[src/rtl/swd_pkg.sv]
package swd_pkg;

  localparam int WORD_W = 32;

  typedef enum logic [2:0] {
    ST_OK     = 3'd0,
    ST_WAIT   = 3'd1,
    ST_FAULT  = 3'd2,
    ST_PROTO  = 3'd3,
    ST_PARITY = 3'd4
  } swd_status_e;

  typedef enum logic [2:0] {
    PH_IDLE,
    PH_REQ,
    PH_TRN_A,
    PH_ACK,
    PH_RDAT,
    PH_TRN_B,
    PH_WDAT
  } swd_phase_e;

  // even parity over the four request fields
  function automatic logic req_parity(logic ap, logic rnw, logic [1:0] addr);
    return ap ^ rnw ^ addr[0] ^ addr[1];
  endfunction

  // request byte, bit 0 leaves the host first
  function automatic logic [7:0] build_req(logic ap, logic rnw, logic [1:0] addr);
    return {1'b1, 1'b0, req_parity(ap, rnw, addr), addr[1], addr[0], rnw, ap, 1'b1};
  endfunction

  function automatic logic word_parity(logic [WORD_W-1:0] w);
    return ^w;
  endfunction

  // ack bit 0 is the first bit received
  function automatic swd_status_e decode_ack(logic [2:0] ack);
    case (ack)
      3'b001:  return ST_OK;
      3'b010:  return ST_WAIT;
      3'b100:  return ST_FAULT;
      default: return ST_PROTO;
    endcase
  endfunction

endpackage

[src/rtl/swd_clkgen.sv]
module swd_clkgen #(
  parameter int DIV_W = 8
) (
  input  logic             clk,
  input  logic             rst_n,
  input  logic [DIV_W-1:0] div,
  output logic             swclk,
  output logic             rise_evt,
  output logic             fall_evt
);

  logic [DIV_W-1:0] half_cnt;
  logic             tick;

  assign tick     = (half_cnt >= div);
  assign rise_evt = tick && !swclk;
  assign fall_evt = tick && swclk;

  always_ff @(posedge clk or negedge rst_n) begin
    if (!rst_n) begin
      half_cnt <= '0;
      swclk    <= 1'b0;
    end else if (tick) begin
      half_cnt <= '0;
      swclk    <= ~swclk;
    end else begin
      half_cnt <= half_cnt + 1'b1;
    end
  end

endmodule

[src/rtl/swd_seq.sv]
module swd_seq
  import swd_pkg::*;
#(
  parameter int IDLE_BITS = 2
) (
  input  logic              clk,
  input  logic              rst_n,
  input  logic              rise_evt,
  input  logic              fall_evt,
  input  logic              req_valid,
  output logic              req_ready,
  input  logic              req_ap,
  input  logic              req_rnw,
  input  logic [1:0]        req_addr,
  input  logic [WORD_W-1:0] req_wdata,
  output logic              rsp_valid,
  output logic [2:0]        rsp_status,
  output logic [WORD_W-1:0] rsp_rdata,
  input  logic              din,
  output logic              dout,
  output logic              doe,
  output logic              idle_phase
);

  localparam int CNT_W  = $clog2(WORD_W + 1);
  localparam int IDLE_W = $clog2(IDLE_BITS + 1);
  localparam logic [CNT_W-1:0]  LAST_BIT  = CNT_W'(WORD_W);
  localparam logic [CNT_W-1:0]  REQ_LAST  = CNT_W'(7);
  localparam logic [CNT_W-1:0]  ACK_LAST  = CNT_W'(2);
  localparam logic [IDLE_W-1:0] IDLE_NEED = IDLE_W'(IDLE_BITS);

  swd_phase_e        phase;
  logic [CNT_W-1:0]  cnt;
  logic [IDLE_W-1:0] idle_cnt;
  logic              pend;
  logic [7:0]        pkt_q;
  logic [WORD_W-1:0] wdata_q;
  logic [WORD_W-1:0] rdata_q;
  logic              rnw_q;
  logic              rpar_q;
  logic [2:0]        ack_q;
  logic              wr_next;
  swd_status_e       status_q;
  logic              accept;

  assign idle_phase = (phase == PH_IDLE);
  assign req_ready  = idle_phase && !pend && !rsp_valid && (idle_cnt >= IDLE_NEED);
  assign accept     = req_valid && req_ready;

  always_comb begin
    dout = 1'b0;
    doe  = 1'b0;
    case (phase)
      PH_IDLE: begin
        doe  = 1'b1;
        dout = 1'b0;
      end
      PH_REQ: begin
        doe  = 1'b1;
        dout = pkt_q[cnt[2:0]];
      end
      PH_WDAT: begin
        doe  = 1'b1;
        dout = (cnt == LAST_BIT) ? word_parity(wdata_q) : wdata_q[cnt[4:0]];
      end
      default: begin
        doe  = 1'b0;
        dout = 1'b0;
      end
    endcase
  end

  always_ff @(posedge clk or negedge rst_n) begin
    if (!rst_n) begin
      phase      <= PH_IDLE;
      cnt        <= '0;
      idle_cnt   <= '0;
      pend       <= 1'b0;
      pkt_q      <= '0;
      wdata_q    <= '0;
      rdata_q    <= '0;
      rnw_q      <= 1'b0;
      rpar_q     <= 1'b0;
      ack_q      <= '0;
      wr_next    <= 1'b0;
      status_q   <= ST_OK;
      rsp_valid  <= 1'b0;
      rsp_status <= '0;
      rsp_rdata  <= '0;
    end else begin
      rsp_valid <= 1'b0;

      if (accept) begin
        pkt_q   <= build_req(req_ap, req_rnw, req_addr);
        wdata_q <= req_wdata;
        rnw_q   <= req_rnw;
        pend    <= 1'b1;
      end

      if (rise_evt) begin
        if (phase == PH_ACK) begin
          ack_q[cnt[1:0]] <= din;
        end else if (phase == PH_RDAT) begin
          if (cnt == LAST_BIT) rpar_q <= din;
          else                 rdata_q <= {din, rdata_q[WORD_W-1:1]};
        end
      end

      if (fall_evt) begin
        case (phase)
          PH_IDLE: begin
            if (pend) begin
              pend    <= 1'b0;
              phase   <= PH_REQ;
              cnt     <= '0;
              rdata_q <= '0;
              ack_q   <= '0;
            end else if (idle_cnt < IDLE_NEED) begin
              idle_cnt <= idle_cnt + 1'b1;
            end
          end
          PH_REQ: begin
            if (cnt == REQ_LAST) phase <= PH_TRN_A;
            else                 cnt   <= cnt + 1'b1;
          end
          PH_TRN_A: begin
            phase <= PH_ACK;
            cnt   <= '0;
          end
          PH_ACK: begin
            if (cnt == ACK_LAST) begin
              status_q <= decode_ack(ack_q);
              cnt      <= '0;
              if (decode_ack(ack_q) == ST_OK && rnw_q) begin
                phase <= PH_RDAT;
              end else begin
                phase   <= PH_TRN_B;
                wr_next <= (decode_ack(ack_q) == ST_OK);
              end
            end else begin
              cnt <= cnt + 1'b1;
            end
          end
          PH_RDAT: begin
            if (cnt == LAST_BIT) begin
              phase    <= PH_TRN_B;
              wr_next  <= 1'b0;
              status_q <= (word_parity(rdata_q) == rpar_q) ? ST_OK : ST_PARITY;
            end else begin
              cnt <= cnt + 1'b1;
            end
          end
          PH_TRN_B: begin
            if (wr_next) begin
              phase   <= PH_WDAT;
              cnt     <= '0;
              wr_next <= 1'b0;
            end else begin
              phase      <= PH_IDLE;
              idle_cnt   <= '0;
              rsp_valid  <= 1'b1;
              rsp_status <= status_q;
              rsp_rdata  <= (rnw_q && (status_q == ST_OK || status_q == ST_PARITY))
                            ? rdata_q : '0;
            end
          end
          PH_WDAT: begin
            if (cnt == LAST_BIT) begin
              phase      <= PH_IDLE;
              idle_cnt   <= '0;
              rsp_valid  <= 1'b1;
              rsp_status <= ST_OK;
              rsp_rdata  <= '0;
            end else begin
              cnt <= cnt + 1'b1;
            end
          end
          default: phase <= PH_IDLE;
        endcase
      end
    end
  end

endmodule

[src/rtl/swd_host_engine.sv]
module swd_host_engine #(
  parameter int DIV_W     = 8,
  parameter int IDLE_BITS = 2
) (
  input  logic             clk,
  input  logic             rst_n,
  input  logic [DIV_W-1:0] clk_div,
  input  logic             req_valid,
  output logic             req_ready,
  input  logic             req_ap,
  input  logic             req_rnw,
  input  logic [1:0]       req_addr,
  input  logic [31:0]      req_wdata,
  output logic             rsp_valid,
  output logic [2:0]       rsp_status,
  output logic [31:0]      rsp_rdata,
  output logic             swclk,
  input  logic             swdio_i,
  output logic             swdio_o,
  output logic             swdio_oe
);

  logic rise_evt;
  logic fall_evt;
  logic idle_phase;

  swd_clkgen #(.DIV_W(DIV_W)) u_clkgen (
    .clk      (clk),
    .rst_n    (rst_n),
    .div      (clk_div),
    .swclk    (swclk),
    .rise_evt (rise_evt),
    .fall_evt (fall_evt)
  );

  swd_seq #(.IDLE_BITS(IDLE_BITS)) u_seq (
    .clk        (clk),
    .rst_n      (rst_n),
    .rise_evt   (rise_evt),
    .fall_evt   (fall_evt),
    .req_valid  (req_valid),
    .req_ready  (req_ready),
    .req_ap     (req_ap),
    .req_rnw    (req_rnw),
    .req_addr   (req_addr),
    .req_wdata  (req_wdata),
    .rsp_valid  (rsp_valid),
    .rsp_status (rsp_status),
    .rsp_rdata  (rsp_rdata),
    .din        (swdio_i),
    .dout       (swdio_o),
    .doe        (swdio_oe),
    .idle_phase (idle_phase)
  );

endmodule

[config.mk]
export PLATFORM = sky130hd
export DESIGN_NAME = swd_host_engine
export DESIGN_NICKNAME = d
export VERILOG_FILES = /design/src/rtl/swd_pkg.sv /design/src/rtl/swd_clkgen.sv /design/src/rtl/swd_seq.sv /design/src/rtl/swd_host_engine.sv
export SDC_FILE = /design/constraint.sdc
export NUM_CORES = 1
export LEC_CHECK = 0
export BUFFER_PORTS_ARGS = -buffer_cell sky130_fd_sc_hd__clkbuf_2
export CAP_MARGIN = 10
export CORE_AREA = 2 2 123 125
export DETAILED_ROUTE_END_ITERATION = 6
export DIE_AREA = 0 0 125 127
export HOLD_SLACK_MARGIN = 0.03
export PLACE_DENSITY_LB_ADDON = 0.1
export SLEW_MARGIN = 10
export SYNTH_ARGS = -nofsm -noshare
export SYNTH_HDL_FRONTEND = slang
export SYNTH_SLANG_ARGS = --single-unit
export TNS_END_PERCENT = 100
[constraint.sdc]
create_clock -name clk -period 7.31 [get_ports clk]
set_input_delay 2.193 -clock clk [delete_from_list [all_inputs] [get_ports clk]]
set_output_delay 2.193 -clock clk [all_outputs]
set_load 0.02 [all_outputs]
# ---- Word level (Yosys, flattened, before mapping)
# Cells that the tools add are included.
dict set report totals {
  register_bits 137
  input_bits 48
  out_inout_bits 40
  word_cells 162
}
dict set report classes {
  addsub 3
  magnitude_cmp 7
  eq_ne 26
  n_mux 71
  bitwise_logic 5
  reduce_logical 33
}
# op n
set ops {}
lappend ops {{$mux 32} 10}
lappend ops {{$pmux 32 s2} 1}
lappend ops {{$reduce_xor 32->1} 2}
lappend ops {{$mux 3} 21}
lappend ops {{$pmux 6 s6} 1}
lappend ops {{$mux 6} 5}
lappend ops {{$pmux 3 s7} 1}
lappend ops {{$ne 2x2->1 const B} 9}
lappend ops {{$reduce_and 6->1} 3}
lappend ops {{$mux 1} 16}
lappend ops {{$eq 3x3->1 const B} 5}
lappend ops {{$logic_not 3->1} 4}
lappend ops {{$pmux 2 s3} 2}
lappend ops {{$pmux 3 s2} 2}
lappend ops {{$reduce_and 4->1} 3}
lappend ops {{$eq 3x2->1 const B} 3}
lappend ops {{$logic_and 1x1->1} 9}
lappend ops {{$add 8x1->8 const B} 1}
lappend ops {{$ge 8x8->1} 1}
lappend ops {{$mux 2} 4}
lappend ops {{$mux 8} 1}
lappend ops {{$add 6x1->6 const B} 1}
lappend ops {{$eq 3x1->1 const B} 2}
lappend ops {{$eq 6x2->1 const B} 1}
lappend ops {{other kinds (27)} 37}

# ---- Depth between registers and ports, before layout
dict set report logic_depth {
  depth_word 15
  depth_mapped 12
  depth_no_buf 9
}

# ---- Hierarchy
# From an unflattened synthesis, not the netlist that was laid out.
dict set report unflattened {
  hier_cells 683
  area_unflattened_um2 6825.3
}
# mod n_inst cells_each area_per_inst_um2 seq_area_each_um2
set by_module_without_submodules {}
lappend by_module_without_submodules {swd_seq 1 621 6204.7 3153.0}
lappend by_module_without_submodules {swd_clkgen 1 62 620.6 225.2}

# ---- Worst setup path after synthesis
# OpenSTA, ideal clock, no wires.
dict set report synth_path {
  path_kind {register to output}
  start {register u_seq.cnt[1]}
  end {output swdio_o}
  arrival_ns 1.772
  required_time_ns 5.117
  slack_ns 3.345
  path_stages_with_launch 8
  path_buffers 1
  path_cell_list {dfrtp_1 buf_6 mux4_1 mux2i_1 mux4_2 a21oi_1 o21ai_1 nand2_1}
}
dict set report synth_via {
  elab_chain_len 4
  word_cells_on_any_way 7
  classes_between {eq/ne: 1; mux: 6}
}
# item line_no
set synth_lines {}
lappend synth_lines {{start, declared} swd_seq.sv:33} ;# logic [CNT_W-1:0] cnt;
lappend synth_lines {{start signal, assigned} swd_seq.sv:124} ;# else cnt <= cnt + 1'b1;
lappend synth_lines {{start signal, assigned} swd_seq.sv:141} ;# cnt <= cnt + 1'b1;
lappend synth_lines {{start signal, assigned} swd_seq.sv:150} ;# cnt <= cnt + 1'b1;
lappend synth_lines {{$bmux 1 s5} swd_seq.sv:64} ;# dout = (cnt == LAST_BIT) ? word_parity(wdata_q) : wdata_q[cnt[4:0]];
lappend synth_lines {{$mux 1 (implied by the code)} swd_seq.sv:64}
lappend synth_lines {{$mux 1} swd_seq.sv:64}
lappend synth_lines {{$pmux 1 s2 *} swd_seq.sv:53} ;# case (phase)
lappend synth_lines {{end, declared} swd_host_engine.sv:19} ;# output logic swdio_o,
# Mark *: on every way between the ends. The rest lies on a longest branch, timed or not. The select of a mux whose other input is x is not followed.

# ---- Final worst setup path
# Same ends and word-level chain as after synthesis.

==> results.yml <==
run_status:
  status: "finished clean"
power_and_ir_drop:
  finalPower_mw: 2.63
  vdd.ir_drop.worst_v: 0.000193
  power_frac_comb: 0.261
  pwr-share-seq: 0.380
  power_density_nw_per_um2: 316
  leakage_nw: 4.21
  netSwitchingFraction: 0.309
  switchingPower_mw: 0.812
  clkPwrFrac: 0.359
  intPower_mw: 1.81
critical_path:
  crit_type: "reg -> out"
  critPathMaxFanout: 15
  cp_top_family: "multiplexers"
  start_kind: "register"
  critPathMaxStageDelay_ns: 0.76
  required_ns: 5.12
  cp_slowest_cell: "dfrtp_1"
  cp.buffers_inverters: 1
  endpoint_kind: "primary output"
  crit_chain: "mux4_1 -> mux2i_1 -> mux4_2 -> a21oi_1 -> o21ai_1 -> nand2_1 -> clkbuf_2"
  arrival_ns: 2.66
clock_network:
  cts_resized: 0
  clockRootBuffer: "clkbuf_16"
  htreeDepth: 4
  cts_tree: "yes"
  cts.sinks: 135
  cts_setup_buffers: 0
  postCtsHoldBufs: 0
  clockBufferDepth: 2
  clkTransAtPathRegs_ns: 0.05
  clkLatencyLatePin_ns: 0.42
  cts_buffers: 17
sta:
  tns_ns: 0
  setup_violations: 0
  rsz0062_at_grt: "no"
  fmax_mhz: 206
  skew_ns: 0.00675
  relSlewSlack: 0.243
  post-route-min-period_ns: 4.85
  period_share: 0.664
  final_hold_viol_count: 0
  finalMaxSlewViolations: 0
  tightest_slew_ns: 1.14
yosys:
  async_flop_share: 1.00
  syn_inst: 682
  synth-seq-cells: 135
  yosysWarnings: 0
  ys_top_cells_by_area: "dfrtp_1 47%, xnor2_1 7.8%, nand2_1 6.2%, mux2i_1 6.0%, mux2_1 5.7%"
  netlist_area_um2: 7120
  synth_top_area_frac: 0.475
  synth_edf_count: 0
  synth-main-ff-cell: "dfrtp_1"
  synth_top_area_cell: "dfrtp_1"
  syn-num-nets: 744
  syn_area_per_cell_um2: 10.4
  synth_cell_types: 53
  synth-seq-area-share: 0.475
job:
  cap_violations: 0
global_routing:
  grt_max_degree: 70
  grt_pass1_wl_mm: 24.9
  grt_pass1_vias: 5079
  antenna_found_initial: 0
  overflow: 0
  grt_usage: 0.194
floorplan:
  die_width_um: 125
  die_h_um: 127
  ios: 88
  start_util: 0.494
  coreArea_um2: 14400
  fp.dieArea_um2: 15900
  rows: 44
placement:
  gp_routability_congestion: 0.841
  io_buffer_count: 87
  place_hpwl_mm: 9.78
finish:
  synthToLayoutAreaGrowth_pct: 16.6
  drive_gt1_frac: 0.185
  final_cell_mix: "135 x dfrtp_1, 117 x nand2_1, 86 x clkbuf_2"
  multi_input_area_um2: 3340
  nets: 822
  layout_commonest_cell: "dfrtp_1"
  ff_latch_area_um2: 3380
  fill_cells: 1284
  final_core_util: 0.575
  diodes: 0
detailed_routing:
  routedWlPerCell_um: 15.1
  routed_wl_mm: 14.4
  vias_per_cell: 5.24
  postRouteAntennaNets: 0
  drt_iter0_drc: 305
  vias: 5017
  dr.pass1.iters: 5
  route.detailed.drc: 0
worst_hold_path:
  min_path_type: "reg -> reg"
==> worst register-to-register path, delay by kind of cell (launching register included) <==
kind | cells | cell delay (ns)
flops | 1 | 0.76
fa+ha+maj | 1 | 0.28
compound gates | 1 | 0.18
simple gates | 5 | 1.50
buf+inv | 1 | 0.18
==> kinds of logic (layout without fill, tap and decap cells) <==
group,Yosys count,count (layout),synth area share
simple gates,195,195,0.124
flops,135,135,0.475
mux,93,93,0.160
buf+inv,87,178,0.0564
compound gates,84,84,0.0692
xor+xnor,74,74,0.0910
fa+ha+maj,14,14,0.0246
==> metal layers <==
layer  vias to the layer above  share of wire  GRT usage
met4                         0          0.015     0.0712
met5                         -              0          0
met2                       113           0.45      0.292
li1                       2431              -          -
met1                      2455           0.48      0.275
met3                        18          0.052     0.0494
==> state kept, by name, summed over array words and instances (netlist names) <==
name and count:
u_seq.status_q 3, u_seq.rsp_valid 1, u_clkgen.swclk 1, u_seq.rsp_status 3, u_seq.rsp_rdata 32, u_seq.pkt_q 6, u_seq.ack_q 3, u_seq.wdata_q 32
u_seq.rdata_q 32, u_seq.pend 1, u_seq.rpar_q 1, u_seq.phase 3, u_seq.cnt 6, u_seq.wr_next 1, u_seq.idle_cnt 2, u_clkgen.half_cnt 8
==> path summary, 6_finish.rpt <==
| check | start | to | slack [ns] | cells past startpoint |
|---|---|---|---|---|
| setup / recovery | u_seq.cnt[1] | swdio_o | 2.46 | 7 |
| hold / removal | u_seq.pkt_q[5] | u_seq.pkt_q[5] | 0.49 | 2 |
| setup reg to reg | u_seq.cnt[1] | u_seq.rdata_q[8] | 4.32 | 8 |
| hold reg to reg | u_seq.pkt_q[5] | u_seq.pkt_q[5] | 0.49 | 2 |
| max in group asynchronous | rst_n | u_seq.wdata_q[9] | 4.21 | 2 |
| min in group asynchronous | rst_n | u_clkgen.half_cnt[0] | 1.76 | 1 |
==> cell type report <==
type | instances | share of cell area
inverters | 53 | 0.0240
repair buffers | 93 | 0.0587
well taps | 184 | 0.0277
multi-input cells | 460 | 0.403
flip-flops and latches | 135 | 0.407
clock inverters | 10 | 0.0199
clock buffers | 22 | 0.0596
==> power by group through the flow <==
stage | Clock (mW) | Sequential [mW] | Combinational [mW]
CTS | 0.962 | 0.998 | 0.699
global placement | 0 | 1.00 | 0.678
floorplan | 0 | 0.945 | 0.590
detailed placement | 0 | 1.01 | 0.693
global route | 0.995 | 1.02 | 0.772
finish | 0.944 | 0.997 | 0.685
==> cell usage after synthesis, drive strengths merged (6+ instances only) <==
cell      n
xnor2    63
o21ai    19
clkbuf    7
nand3    15
ha       14
a21oi    40
nor2     33
xor2     11
mux2     40
buf      27
dfrtp   135
mux2i    43
nand2b    6
mux4     10
nand2   118
inv      53
==> per-stage QoR <==
step / hold WS, ns / area, um2 / cells / setup slack, ns
floorplan: 0.449 / 7120 / 682 / 3.35
global placement: 0.465 / 7640 / 925 / 2.81
detailed placement: 0.481 / 7640 / 925 / 2.75
CTS: 0.497 / 8300 / 957 / 2.41
global route: 0.523 / 8300 / 957 / 2.31
finish: 0.492 / 8300 / 957 / 2.46
(Power assumes the default switching activity.)
